==> config.mk <==
export PLATFORM = sky130hd
export DESIGN_NAME = exc_frame_seq
export DESIGN_NICKNAME = d
export VERILOG_FILES = /design/src/rtl/exc_frame_pkg.sv /design/src/rtl/exc_frame_calc.sv /design/src/rtl/exc_irq_gate.sv /design/src/rtl/exc_seq_ctrl.sv /design/src/rtl/exc_frame_seq.sv
export SDC_FILE = /design/constraint.sdc
export NUM_CORES = 1
export LEC_CHECK = 0
export BUFFER_PORTS_ARGS = -buffer_cell sky130_fd_sc_hd__buf_2
export CORE_UTILIZATION = 50
export CTS_BUF_LIST = sky130_fd_sc_hd__clkbuf_8
export DETAILED_ROUTE_END_ITERATION = 10
export PLACE_DENSITY = 0.74
export SLEW_MARGIN = 20
export SYNTH_ARGS = -nofsm -noshare
export SYNTH_HDL_FRONTEND = slang
export SYNTH_SLANG_ARGS = --single-unit
export TNS_END_PERCENT = 10
==> constraint.sdc <==
create_clock -name clk_i -period 8.5 [get_ports clk_i]
set_clock_uncertainty 0.1 [all_clocks]
set_input_delay 1.275 -clock clk_i [delete_from_list [all_inputs] [get_ports clk_i]]
set_output_delay 1.275 -clock clk_i [all_outputs]
set_load 0.02 [all_outputs]
==> src/rtl/exc_frame_pkg.sv <==
`timescale 1ns/1ps
package exc_frame_pkg;
  localparam int SR_W     = 16;
  localparam int LVL_W    = 3;
  localparam int SR_S_BIT = 13;
  localparam int SR_M_BIT = 12;
  localparam int SR_I_LO  = 8;

  typedef enum logic [2:0] {
    ST_IDLE,
    ST_PUSH_PC,
    ST_PUSH_FMT,
    ST_LOAD_VEC,
    ST_POP_FMT,
    ST_POP_PC
  } seq_st_e;
endpackage

==> src/rtl/exc_frame_calc.sv <==
`timescale 1ns/1ps
module exc_frame_calc
  import exc_frame_pkg::*;
#(
  parameter int VEC_W     = 8,
  parameter int TRAP_BASE = 32,
  parameter int TRAP_CNT  = 16
) (
  input  logic             hw_i,
  input  logic [VEC_W-1:0] vec_i,
  input  logic [31:0]      pc_i,
  input  logic [SR_W-1:0]  sr_i,
  input  logic [31:0]      sp_i,
  input  logic [LVL_W-1:0] pend_lvl_i,
  output logic [31:0]      ret_pc_o,
  output logic [31:0]      fmt_o,
  output logic [SR_W-1:0]  sr_new_o,
  output logic [31:0]      sp_top_o,
  output logic [31:0]      vec_off_o
);
  localparam logic [VEC_W-1:0] TRAP_LO = VEC_W'(TRAP_BASE);
  localparam logic [VEC_W-1:0] TRAP_HI = VEC_W'(TRAP_BASE + TRAP_CNT - 1);

  logic is_trap;

  always_comb begin
    vec_off_o = {{(32-VEC_W-2){1'b0}}, vec_i, 2'b00};
    is_trap   = !hw_i && (vec_i >= TRAP_LO) && (vec_i <= TRAP_HI);
    ret_pc_o  = is_trap ? pc_i + 32'd2 : pc_i;
    fmt_o     = 32'h4000_0000 | {2'b00, sp_i[1:0], 28'h0} |
                (vec_off_o << 16) | {16'h0, sr_i};
    sp_top_o  = {sp_i[31:2], 2'b00};
    sr_new_o  = sr_i;
    sr_new_o[SR_S_BIT] = 1'b1;
    if (hw_i) begin
      sr_new_o[SR_I_LO +: LVL_W] = pend_lvl_i;
      sr_new_o[SR_M_BIT]         = 1'b0;
    end
  end
endmodule

==> src/rtl/exc_irq_gate.sv <==
`timescale 1ns/1ps
module exc_irq_gate
  import exc_frame_pkg::*;
(
  input  logic [LVL_W-1:0] mask_i,
  input  logic [LVL_W-1:0] pend_lvl_i,
  output logic             take_o
);
  assign take_o = pend_lvl_i > mask_i;
endmodule

==> src/rtl/exc_seq_ctrl.sv <==
`timescale 1ns/1ps
module exc_seq_ctrl
  import exc_frame_pkg::*;
(
  input  logic            clk_i,
  input  logic            rst_ni,
  input  logic            start_entry_i,
  input  logic            start_ret_i,
  input  logic [31:0]     ret_pc_i,
  input  logic [31:0]     fmt_i,
  input  logic [SR_W-1:0] sr_new_i,
  input  logic [31:0]     sp_top_i,
  input  logic [31:0]     sp_raw_i,
  input  logic [31:0]     vec_addr_i,
  output logic            busy_o,
  output logic            done_o,
  output logic            mem_req_o,
  output logic            mem_we_o,
  output logic [31:0]     mem_addr_o,
  output logic [31:0]     mem_wdata_o,
  input  logic [31:0]     mem_rdata_i,
  input  logic            mem_ack_i,
  output logic [31:0]     pc_o,
  output logic [SR_W-1:0] sr_o,
  output logic [31:0]     sp_o
);
  seq_st_e         st_q;
  logic [31:0]     sp_q, pc_q, fmt_q, vaddr_q;
  logic [SR_W-1:0] srn_q;
  logic            done_q;

  always_comb begin
    mem_we_o    = 1'b0;
    mem_addr_o  = 32'h0;
    mem_wdata_o = 32'h0;
    unique case (st_q)
      ST_PUSH_PC:  begin mem_we_o = 1'b1; mem_addr_o = sp_q - 32'd4; mem_wdata_o = pc_q; end
      ST_PUSH_FMT: begin mem_we_o = 1'b1; mem_addr_o = sp_q - 32'd8; mem_wdata_o = fmt_q; end
      ST_LOAD_VEC: mem_addr_o = vaddr_q;
      ST_POP_FMT:  mem_addr_o = sp_q;
      ST_POP_PC:   mem_addr_o = sp_q + 32'd4;
      default: ;
    endcase
  end

  assign mem_req_o = (st_q != ST_IDLE);
  assign busy_o    = mem_req_o;
  assign done_o    = done_q;

  always_ff @(posedge clk_i or negedge rst_ni) begin
    if (!rst_ni) begin
      st_q    <= ST_IDLE;
      sp_q    <= '0;
      pc_q    <= '0;
      fmt_q   <= '0;
      vaddr_q <= '0;
      srn_q   <= '0;
      done_q  <= 1'b0;
      pc_o    <= '0;
      sr_o    <= '0;
      sp_o    <= '0;
    end else begin
      done_q <= 1'b0;
      unique case (st_q)
        ST_IDLE: begin
          if (start_entry_i) begin
            sp_q    <= sp_top_i;
            pc_q    <= ret_pc_i;
            fmt_q   <= fmt_i;
            srn_q   <= sr_new_i;
            vaddr_q <= vec_addr_i;
            st_q    <= ST_PUSH_PC;
          end else if (start_ret_i) begin
            sp_q <= sp_raw_i;
            st_q <= ST_POP_FMT;
          end
        end
        ST_PUSH_PC:  if (mem_ack_i) st_q <= ST_PUSH_FMT;
        ST_PUSH_FMT: if (mem_ack_i) st_q <= ST_LOAD_VEC;
        ST_LOAD_VEC: if (mem_ack_i) begin
          pc_o   <= mem_rdata_i;
          sr_o   <= srn_q;
          sp_o   <= sp_q - 32'd8;
          done_q <= 1'b1;
          st_q   <= ST_IDLE;
        end
        ST_POP_FMT: if (mem_ack_i) begin
          fmt_q <= mem_rdata_i;
          st_q  <= ST_POP_PC;
        end
        ST_POP_PC: if (mem_ack_i) begin
          pc_o   <= mem_rdata_i;
          sr_o   <= fmt_q[SR_W-1:0];
          sp_o   <= (sp_q | {30'h0, fmt_q[29:28]}) + 32'd8;
          done_q <= 1'b1;
          st_q   <= ST_IDLE;
        end
        default: st_q <= ST_IDLE;
      endcase
    end
  end


  req_hold_chk: assert property (@(posedge clk_i) disable iff (!rst_ni)
    mem_req_o && !mem_ack_i |=> mem_req_o && $stable(mem_addr_o) &&
    $stable(mem_we_o) && $stable(mem_wdata_o));


  push_order_chk: assert property (@(posedge clk_i) disable iff (!rst_ni)
    (st_q == ST_PUSH_PC) && mem_ack_i |=>
    mem_we_o && (mem_addr_o == $past(mem_addr_o) - 32'd4));


  pop_order_chk: assert property (@(posedge clk_i) disable iff (!rst_ni)
    (st_q == ST_POP_FMT) && mem_ack_i |=>
    !mem_we_o && (mem_addr_o == $past(mem_addr_o) + 32'd4));


  done_pulse_chk: assert property (@(posedge clk_i) disable iff (!rst_ni)
    done_o |=> !done_o);


  done_idle_chk: assert property (@(posedge clk_i) disable iff (!rst_ni)
    done_o |-> !busy_o);


  entry_super_chk: assert property (@(posedge clk_i) disable iff (!rst_ni)
    done_o && $past(st_q == ST_LOAD_VEC) |-> sr_o[SR_S_BIT]);
endmodule

==> src/rtl/exc_frame_seq.sv <==
`timescale 1ns/1ps
module exc_frame_seq
  import exc_frame_pkg::*;
#(
  parameter int VEC_W     = 8,
  parameter int TRAP_BASE = 32,
  parameter int TRAP_CNT  = 16
) (
  input  logic             clk_i,
  input  logic             rst_ni,
  input  logic             entry_req_i,
  input  logic             ret_req_i,
  input  logic             hw_i,
  input  logic [VEC_W-1:0] vec_i,
  input  logic [31:0]      pc_i,
  input  logic [SR_W-1:0]  sr_i,
  input  logic [31:0]      sp_i,
  input  logic [31:0]      vbr_i,
  input  logic [LVL_W-1:0] pend_lvl_i,
  output logic             irq_take_o,
  output logic             busy_o,
  output logic             done_o,
  output logic             mem_req_o,
  output logic             mem_we_o,
  output logic [31:0]      mem_addr_o,
  output logic [31:0]      mem_wdata_o,
  input  logic [31:0]      mem_rdata_i,
  input  logic             mem_ack_i,
  output logic [31:0]      pc_o,
  output logic [SR_W-1:0]  sr_o,
  output logic [31:0]      sp_o
);
  logic [31:0]     ret_pc, fmt, sp_top, vec_off;
  logic [SR_W-1:0] sr_new;
  logic            start_entry;

  exc_frame_calc #(
    .VEC_W(VEC_W), .TRAP_BASE(TRAP_BASE), .TRAP_CNT(TRAP_CNT)
  ) u_calc (
    .hw_i(hw_i), .vec_i(vec_i), .pc_i(pc_i), .sr_i(sr_i), .sp_i(sp_i),
    .pend_lvl_i(pend_lvl_i), .ret_pc_o(ret_pc), .fmt_o(fmt),
    .sr_new_o(sr_new), .sp_top_o(sp_top), .vec_off_o(vec_off)
  );

  exc_irq_gate u_gate (
    .mask_i(sr_i[SR_I_LO +: LVL_W]), .pend_lvl_i(pend_lvl_i), .take_o(irq_take_o)
  );

  assign start_entry = entry_req_i && (!hw_i || irq_take_o);

  exc_seq_ctrl u_ctrl (
    .clk_i(clk_i), .rst_ni(rst_ni),
    .start_entry_i(start_entry), .start_ret_i(ret_req_i),
    .ret_pc_i(ret_pc), .fmt_i(fmt), .sr_new_i(sr_new), .sp_top_i(sp_top),
    .sp_raw_i(sp_i), .vec_addr_i(vbr_i + vec_off),
    .busy_o(busy_o), .done_o(done_o),
    .mem_req_o(mem_req_o), .mem_we_o(mem_we_o), .mem_addr_o(mem_addr_o),
    .mem_wdata_o(mem_wdata_o), .mem_rdata_i(mem_rdata_i), .mem_ack_i(mem_ack_i),
    .pc_o(pc_o), .sr_o(sr_o), .sp_o(sp_o)
  );


  hw_refuse_chk: assert property (@(posedge clk_i) disable iff (!rst_ni)
    !busy_o && entry_req_i && hw_i && !irq_take_o && !ret_req_i |=> !busy_o);
endmodule

[Word level (Yosys, flattened, before mapping)]
Index checks and enable logic that the tools add are counted.
Operators by class
  $add $sub $neg: 6
  magnitude comparators: 3
  equality and inequality tests: 13
  muxes and demuxes: 26
  bitwise logic cells: 3
  reduce and logical (&&, ||, !) cells: 18
Operator list (number)
  $mux 32: 7
  $pmux 32 s2: 3
  $pmux 32 s5: 1
  $add 32x10->32: 1
  $add 32x2->32 const B: 1
  $add 32x3->32 const B: 1
  $add 32x4->32 const B: 1
  $mux 16: 2
  $or 32x16->32: 1
  $or 32x2->32: 1
  $pmux 16 s2: 1
  $sub 32x3->32 const B: 1
  $sub 32x4->32 const B: 1
  $or 31x26->31: 1
  $mux 3: 7
  $pmux 3 s5: 1
  $ne 2x2->1 const B: 6
  $ge 8x6->1 const B: 1
  $le 8x6->1 const B: 1
  $eq 3x2->1 const B: 2
  $eq 3x3->1 const B: 2
  $reduce_and 2->1: 3
  $reduce_and 3->1: 2
  $reduce_bool 2->1: 3
  other kinds (12): 18
Storage, ports and cells
  bits in registers: 228
  input port bits: 161
  output and inout bits: 149
  word-level logic and storage cells: 79

[Logic depth before layout (Yosys ltp)]
Gate-level depths: netlist of run 1.
  depth after elaboration: 5
  depth in mapped cells: 14
  depth with buffers taken out: 10

[Modules after synthesis]
From an unflattened synthesis of run 1, not the netlist that was laid out.
Second synthesis, totals
  cell total of the unflattened synthesis: 1955
  area, all modules: 16926.2 um^2
Modules (own cells, without submodules)
  exc_seq_ctrl: instances 1, cells an instance 1441, area each 13216.4 um^2, sequential area each 5705.5 um^2
  exc_frame_seq: instances 1, cells an instance 279, area each 2021.9 um^2, sequential area each 0.0 um^2
  exc_frame_calc: instances 1, cells an instance 225, area each 1615.3 um^2, sequential area each 0.0 um^2
  exc_irq_gate: instances 1, cells an instance 10, area each 72.6 um^2, sequential area each 0.0 um^2

[Least setup slack after synthesis of run 1]
OpenSTA, ideal clock, no wires.
  path kind: flip-flop to output port
  start point: register u_ctrl.st_q[0]
  end point: output port mem_addr_o[28]
  data arrival time: 4.578 ns
  data required time: 7.125 ns
  setup slack: 2.547 ns
  cell stages (with the launch flop): 14
  path buffers: 3
  cells stage by stage: dfrtp_1 -> nor2b_1 -> clkbuf_8 -> nand2_1 -> clkbuf_1 -> clkbuf_1 -> fa_1 -> a21oi_1 -> nand4b_1 -> a211o_1 -> a211o_1 -> a211oi_2 -> nor2_1 -> o311ai_0
Between the ends
  longest elaborated chain between the ends: 2
  elaborated cells between the ends (all ways): 6
  classes of those cells: eq/ne: 5; mux: 1
Ends and longest elaborated chain
  start: declaration: line exc_seq_ctrl.sv:27  | seq_st_e st_q;
  start signal: assignment: line exc_seq_ctrl.sv:52  | st_q <= ST_IDLE;
  start signal: assignment: line exc_seq_ctrl.sv:72  | st_q <= ST_PUSH_PC;
  start signal: assignment: line exc_seq_ctrl.sv:75  | st_q <= ST_POP_FMT;
  $eq 3x3->1 (tied with other cells): line exc_seq_ctrl.sv:36  | unique case (st_q)
  $pmux 32 s5 *: line exc_seq_ctrl.sv:36
  end: declaration: line exc_frame_seq.sv:25  | output logic [31:0] mem_addr_o,
Every way passes the cells marked *; elsewhere a longest branch is shown, timed or not.

[Worst setup path in the final report of run 1]
  start point: register u_ctrl.st_q[1]
  end point: output port mem_addr_o[31]
The elaborated chain is that of the path after synthesis.

==> out/results.ini, run 1 <==
[global_routing]
grt_pass1_wl_um=72800
grt_max_degree=126
antenna_found_initial=5
grt_overflow=0
grt_usage=0.322
grt_pass1_vias=12800

[clock_network]
cts_max_path_buffers=3
cts.sinks=228
clk_latency_ns=0.56
cts-htree-levels=2
cts_buffers=42
ctsRootBufferMaster=clkbuf_8
cts_tree=done
holdBufCountCts=0
cts_setup_buffers=0
clk_pin_slew_ns=0.06
cts_resized=0

[finish]
fin_nets=2102
instances_no_fill=2307
drive_above_1_share=0.240
syn_to_final_growth_pct=17.3

[die]
num_rows=61
num_io_pins=310
die_h_um=172
fp.coreArea_um2=28100
dieArea_um2=29500
die_width_um=172
start_util=0.513

[run]
maxCapViolCount=0

[route]
wire_per_inst_um=20.8
dr.pass1.iters=9
drc=0
routed-via-count=13600
drt-initial-drc-count=1319
routed_wirelength_um=47900
final_antenna_net_count=0
viasPerCell=5.88

[placed_design]
globalplace.congestion=0.964
place_inst=2226
hpwlAfterDp_um=35600
numPortBuffers=309

[pwr]
total_power_mw=7.55
p_per_area_nw_per_um2=447
peakVddDrop_mv=0.232
p_leak_nw=7.90

[worst_hold_path]
hold_end=u_ctrl.pc_o[18]$_DFFE_PN0P_
min_path_cells=2
min_path_type=reg2reg
min_from=u_ctrl.pc_o[18]$_DFFE_PN0P_

[critical_path]
r2r-end=u_ctrl.sp_o[31]$_DFFE_PN0P_
cp-end-kind=output port
worst-path-buf-inv=2
crit_required_ns=7.12
cp_slowest_stage_delay_ns=0.63
start_kind=flip-flop
critical_path_class=reg2out
reg2reg_slack_ns=3.70
crit_family=simple AND/OR/NAND/NOR gates
path_cells=nor2b_1 -> nand2_2 -> buf_4 -> ha_1 -> o21a_1 -> o31a_1 -> o211ai_1 -> nand3_1 -> a21boi_1 -> mux2i_1 -> o221ai_1 -> buf_2
critPathMaxFanout=46
r2r_cells=10
cp_slowest_cell=nor2b_1
arrival_ns=5.20
r2r-start=u_ctrl.st_q[1]$_DFFE_PN0P_

[logic_synthesis]
synth_top_area_share=0.396
ys.warnings.count=0
synth_ff_type=dfrtp_1
synthTopCellsByCount=nand2_1 (304), dfrtp_1 (228), o21ai_0 (145)
avgSynthCellArea_um2=8.78
ys_seq_elements=228
synthCells=1642
synth_edf_count=0
async_reset_ff_frac=1.00
synth_most_common_cell=nand2_1
synthesis.nets=1852
synth_area_um2=14400
yosys.area.top_type=dfrtp_1
synthTopCellsByArea=dfrtp_1 (40%), nand2_1 (7.9%), o21ai_0 (5.0%)
yosysSeqAreaShare=0.396
yosysUniqueCellTypes=86

[sta]
setup_violations=0
period_minus_slack_ns=6.57
slew_headroom=0.295
period_share=0.773
finalHoldViolations=0
fin_tns_setup_ns=0
fmax_mhz=152
rsz0062_at_grt=no
drv_slew=0
worst_pin_slew_ns=1.05

[run_status]
status=complete, no violations

registers in the layout, summed over array words and instances, names as in the netlist:
signal          cells
u_ctrl.vaddr_q     32
u_ctrl.pc_o        32
u_ctrl.sp_o        32
u_ctrl.sp_q        32
u_ctrl.srn_q       16
u_ctrl.pc_q        32
u_ctrl.sr_o        16
u_ctrl.st_q         3
u_ctrl.fmt_q       32
u_ctrl.done_o       1
stage by stage:
| step | worst slack [ns] | util | area [µm²] | hold WS (ns) |
|---|---|---|---|---|
| detailed placement | 2.68 | 0.568 | 16000 | 0.357 |
| global route | 1.68 | 0.602 | 16900 | 0.398 |
| global placement | 2.80 | 0.568 | 16000 | 0.350 |
| CTS | 2.06 | 0.601 | 16900 | 0.373 |
| floorplan | 2.55 | - | 14400 | 0.335 |
| finish | 1.93 | 0.602 | 16900 | 0.369 |
power breakdown:
group          internal (mW)  switching, mW  total (mW)
clock network          0.677          0.487        1.16
logic                   1.53           2.65        4.18
registers               1.60          0.608        2.21
cell type report:
type	count	area, µm²
antenna	5	12.5
clock buffer	52	716
clock inverter	24	215
fill	2546	11200
inverter	31	116
multi-input combinational	1267	8010
sequential	228	5710
tap	378	473
timing repair buffer	322	1650
worst register-to-register path: stages (launching register included):
cell and delay [ns]:
dfrtp_1 0.53, nor2b_1 0.64, nand2_2 0.52, buf_4 0.46, inv_2 0.71, o21ai_4 0.25
inv_2 0.53, buf_4 0.48, nand2_1 0.18, o22ai_1 0.16, a31oi_1 0.06
layer usage:
layer  wire length [µm]  part of all wire  track usage  up-vias
met5                  0                 0            0        -
met4               1110             0.023       0.0920        0
met2              21700              0.45        0.505      653
met3               4300             0.090       0.0619       85
li1                   -                 -            -     6295
met1              20800              0.43        0.452     6534
cell families (layout without fill, tap and decap cells):
kind of cell,count (synthesis),in the layout,share of synthesized area
AND/OR/NAND/NOR,601,601,0.192
AO/OA/AOI/OAI,402,402,0.176
flip-flops,228,228,0.396
buffers and inverters,147,429,0.0498
XOR/XNOR,133,133,0.0813
multiplexers,82,82,0.0610
adder cells (fa/ha/maj),49,49,0.0436
other,0,5,0
worst max-delay path by stage:
stage / endpoint / cells after the start / from / slack [ns]
final: mem_addr_o[31] / 12 / u_ctrl.st_q[1]$_DFFE_PN0P_ / 1.93
after CTS: mem_addr_o[30] / 12 / u_ctrl.st_q[1]$_DFFE_PN0P_ / 2.06
after global placement: mem_addr_o[31] / 12 / u_ctrl.st_q[1]$_DFFE_PN0P_ / 2.80
after floorplan: mem_addr_o[28] / 13 / u_ctrl.st_q[0]$_DFFE_PN0P_ / 2.55
after detailed placement: mem_addr_o[30] / 12 / u_ctrl.st_q[1]$_DFFE_PN0P_ / 2.68
after global routing: mem_addr_o[24] / 12 / u_ctrl.st_q[1]$_DFFE_PN0P_ / 1.68
cells in the final DEF (no fill, tap or decap), drive strengths merged, types with 35 or more instances in the layout:
| cell type | instances |
|---|---|
| nand2 | 304 |
| xor2 | 76 |
| mux2i | 35 |
| buf | 322 |
| xnor2 | 57 |
| clkbuf | 52 |
| mux2 | 47 |
| nor2 | 117 |
| nand3 | 43 |
| a21oi | 82 |
| inv | 46 |
| dfrtp | 228 |
| ha | 47 |
| o21ai | 150 |
Note: power is estimated with default switching activity, not from simulation.
==> inputs of run 2 (changes only) <==
Clock period 8.5 ns to 6.7 ns, I/O delays scaled along.
==> run 2 against run 1 <==
Clock power is 22% higher; die area did not move; sequential power rose by 26%; total power rose by 26%; combinational power rose by 26%; non-clock buffer count is 1 higher; first-iteration DRC count is 13% lower; wire length down 2.4%; final area decreased by 0.21%; global-route usage down 0.80 points; critical path depth unchanged; count of clock-buffer cells in the layout decreased by 7; largest cell class unchanged.
==> out/results.ini, run 2 (synthesized netlist as in run 1, its figures left out) <==
[finish]
layout.area.seq_um2=5710
final_common_cell=buf_2
drive_above_1_share=0.239
multi_input_area_um2=8010
final_cell_mix=buf_2 (308), nand2_1 (302), dfrtp_1 (228), o21ai_0 (145), nor2_1 (114)
fin_nets=2103
fillers=2572
syn_to_final_growth_pct=17.0
instances_no_fill=2301
finalInstanceArea_um2=16900

[sta]
rsz0062_at_grt=no
drv_slew=0
worst_pin_slew_ns=1.06
period_minus_slack_ns=5.67
period_share=0.846
finalHoldViolations=0
fmax_mhz=176
setup_violations=0
slew_headroom=0.294
fin_tns_setup_ns=0

[global_routing]
grt_pass1_wl_um=71000
antenna_found_initial=5
grt_pass1_vias=12600
grt_overflow=0
grt_max_degree=127
grt_usage=0.314

[pwr]
peakVddDrop_mv=0.289
p_per_area_nw_per_um2=562
p_leak_nw=7.87

[critical_path]
crit_required_ns=5.59
start_kind=flip-flop
critPathMaxFanout=43
arrival_ns=4.56
critical_path_class=reg2out
r2r_cells=9
cp-end-kind=output port

[route]
wire_per_inst_um=20.3
routed-via-count=13400
drc=0
dr.pass1.iters=6
viasPerCell=5.82
drt-initial-drc-count=1143
final_antenna_net_count=0
routed_wirelength_um=46800

[die]
fp.coreArea_um2=28100
die_h_um=172
die_width_um=172
start_util=0.513
dieArea_um2=29500
num_rows=61
num_io_pins=310

[clock_network]
holdBufCountCts=0
cts_setup_buffers=0
ctsRootBufferMaster=clkbuf_8
cts-htree-levels=2
clk_latency_ns=0.56
cts.sinks=228
cts_resized=0
clk_pin_slew_ns=0.07
cts_tree=done
cts_buffers=42
cts_max_path_buffers=3

[placed_design]
globalplace.congestion=0.972
numPortBuffers=309
place_inst=2227
hpwlAfterDp_um=34500
place_area_um2=16000

[worst_hold_path]
min_path_type=in2async

[run]
maxCapViolCount=0

[run_status]
status=complete, no violations

run 2: cell count changes in the layout (fill, tap and decap cells not counted):
cell,before,now
inv_12,1,0
clkinv_8,0,1
bufinv_16,4,5
clkbuf_8,52,45
inv_1,43,41
buf_4,13,12
clkinv_2,3,4
buf_12,0,2
run 2: cell type report:
type                       count  share of cell area
clock buffer                  45              0.0367
antenna                        5            0.000742
timing repair buffer         323               0.100
sequential                   228               0.338
inverter                      31             0.00690
tap                          378              0.0280
clock inverter                24              0.0144
multi-input combinational   1267               0.475
run 2: through the flow:
stage / hold slack (ns) / utilization / power [mW] / setup WS, ns
floorplan: 0.335 / - / 6.34 / 1.02
CTS: 0.368 / 0.600 / 9.44 / 1.07
detailed placement: 0.356 / 0.569 / 8.00 / 1.72
global placement: 0.350 / 0.569 / 7.92 / 1.84
global route: 0.388 / 0.600 / 10.1 / 0.758
finish: 0.331 / 0.601 / 9.48 / 1.03
run 2: per-layer routing:
layer  track usage  part of all wire  vias to the layer above
met1         0.442              0.44                     6430
met5             0                 0                        -
met3        0.0670             0.086                       92
li1              -                 -                     6282
met2         0.473              0.44                      586
met4         0.119             0.032                        0
run 2: path summary, 6_finish.rpt:
kind	startpoint	slack [ns]	endpoint
worst max-delay path	u_ctrl.st_q[1]$_DFFE_PN0P_	1.03	mem_addr_o[31]
worst min-delay path	rst_ni	0.33	u_ctrl.sp_o[19]$_DFFE_PN0P_
worst max register to register	u_ctrl.st_q[1]$_DFFE_PN0P_	2.71	u_ctrl.sr_o[15]$_DFFE_PN0P_
worst min register to register	u_ctrl.pc_o[4]$_DFFE_PN0P_	0.37	u_ctrl.pc_o[4]$_DFFE_PN0P_
max in group asynchronous	rst_ni	4.94	u_ctrl.pc_o[10]$_DFFE_PN0P_
min in group clk_i	u_ctrl.pc_o[4]$_DFFE_PN0P_	0.37	u_ctrl.pc_o[4]$_DFFE_PN0P_
run 2: report_power, final:
part	internal, mW	leakage, nW	switching (mW)	total [mW]
Combinational	1.95	4.61	3.34	5.28
Clock	0.811	0.486	0.606	1.42
Sequential	2.03	2.77	0.750	2.78
run 2: critical path, stage by stage (launching register included):
cell and delay (ns):
dfrtp_1 0.53, nor2b_1 0.63, nand2_2 0.11, buf_4 0.34, ha_1 0.36, nor2b_1 0.05
o31a_1 0.28, o211ai_1 0.39, nand3_1 0.28, a21boi_1 0.31, mux2i_1 0.24, o221ai_1 0.24
buf_2 0.25
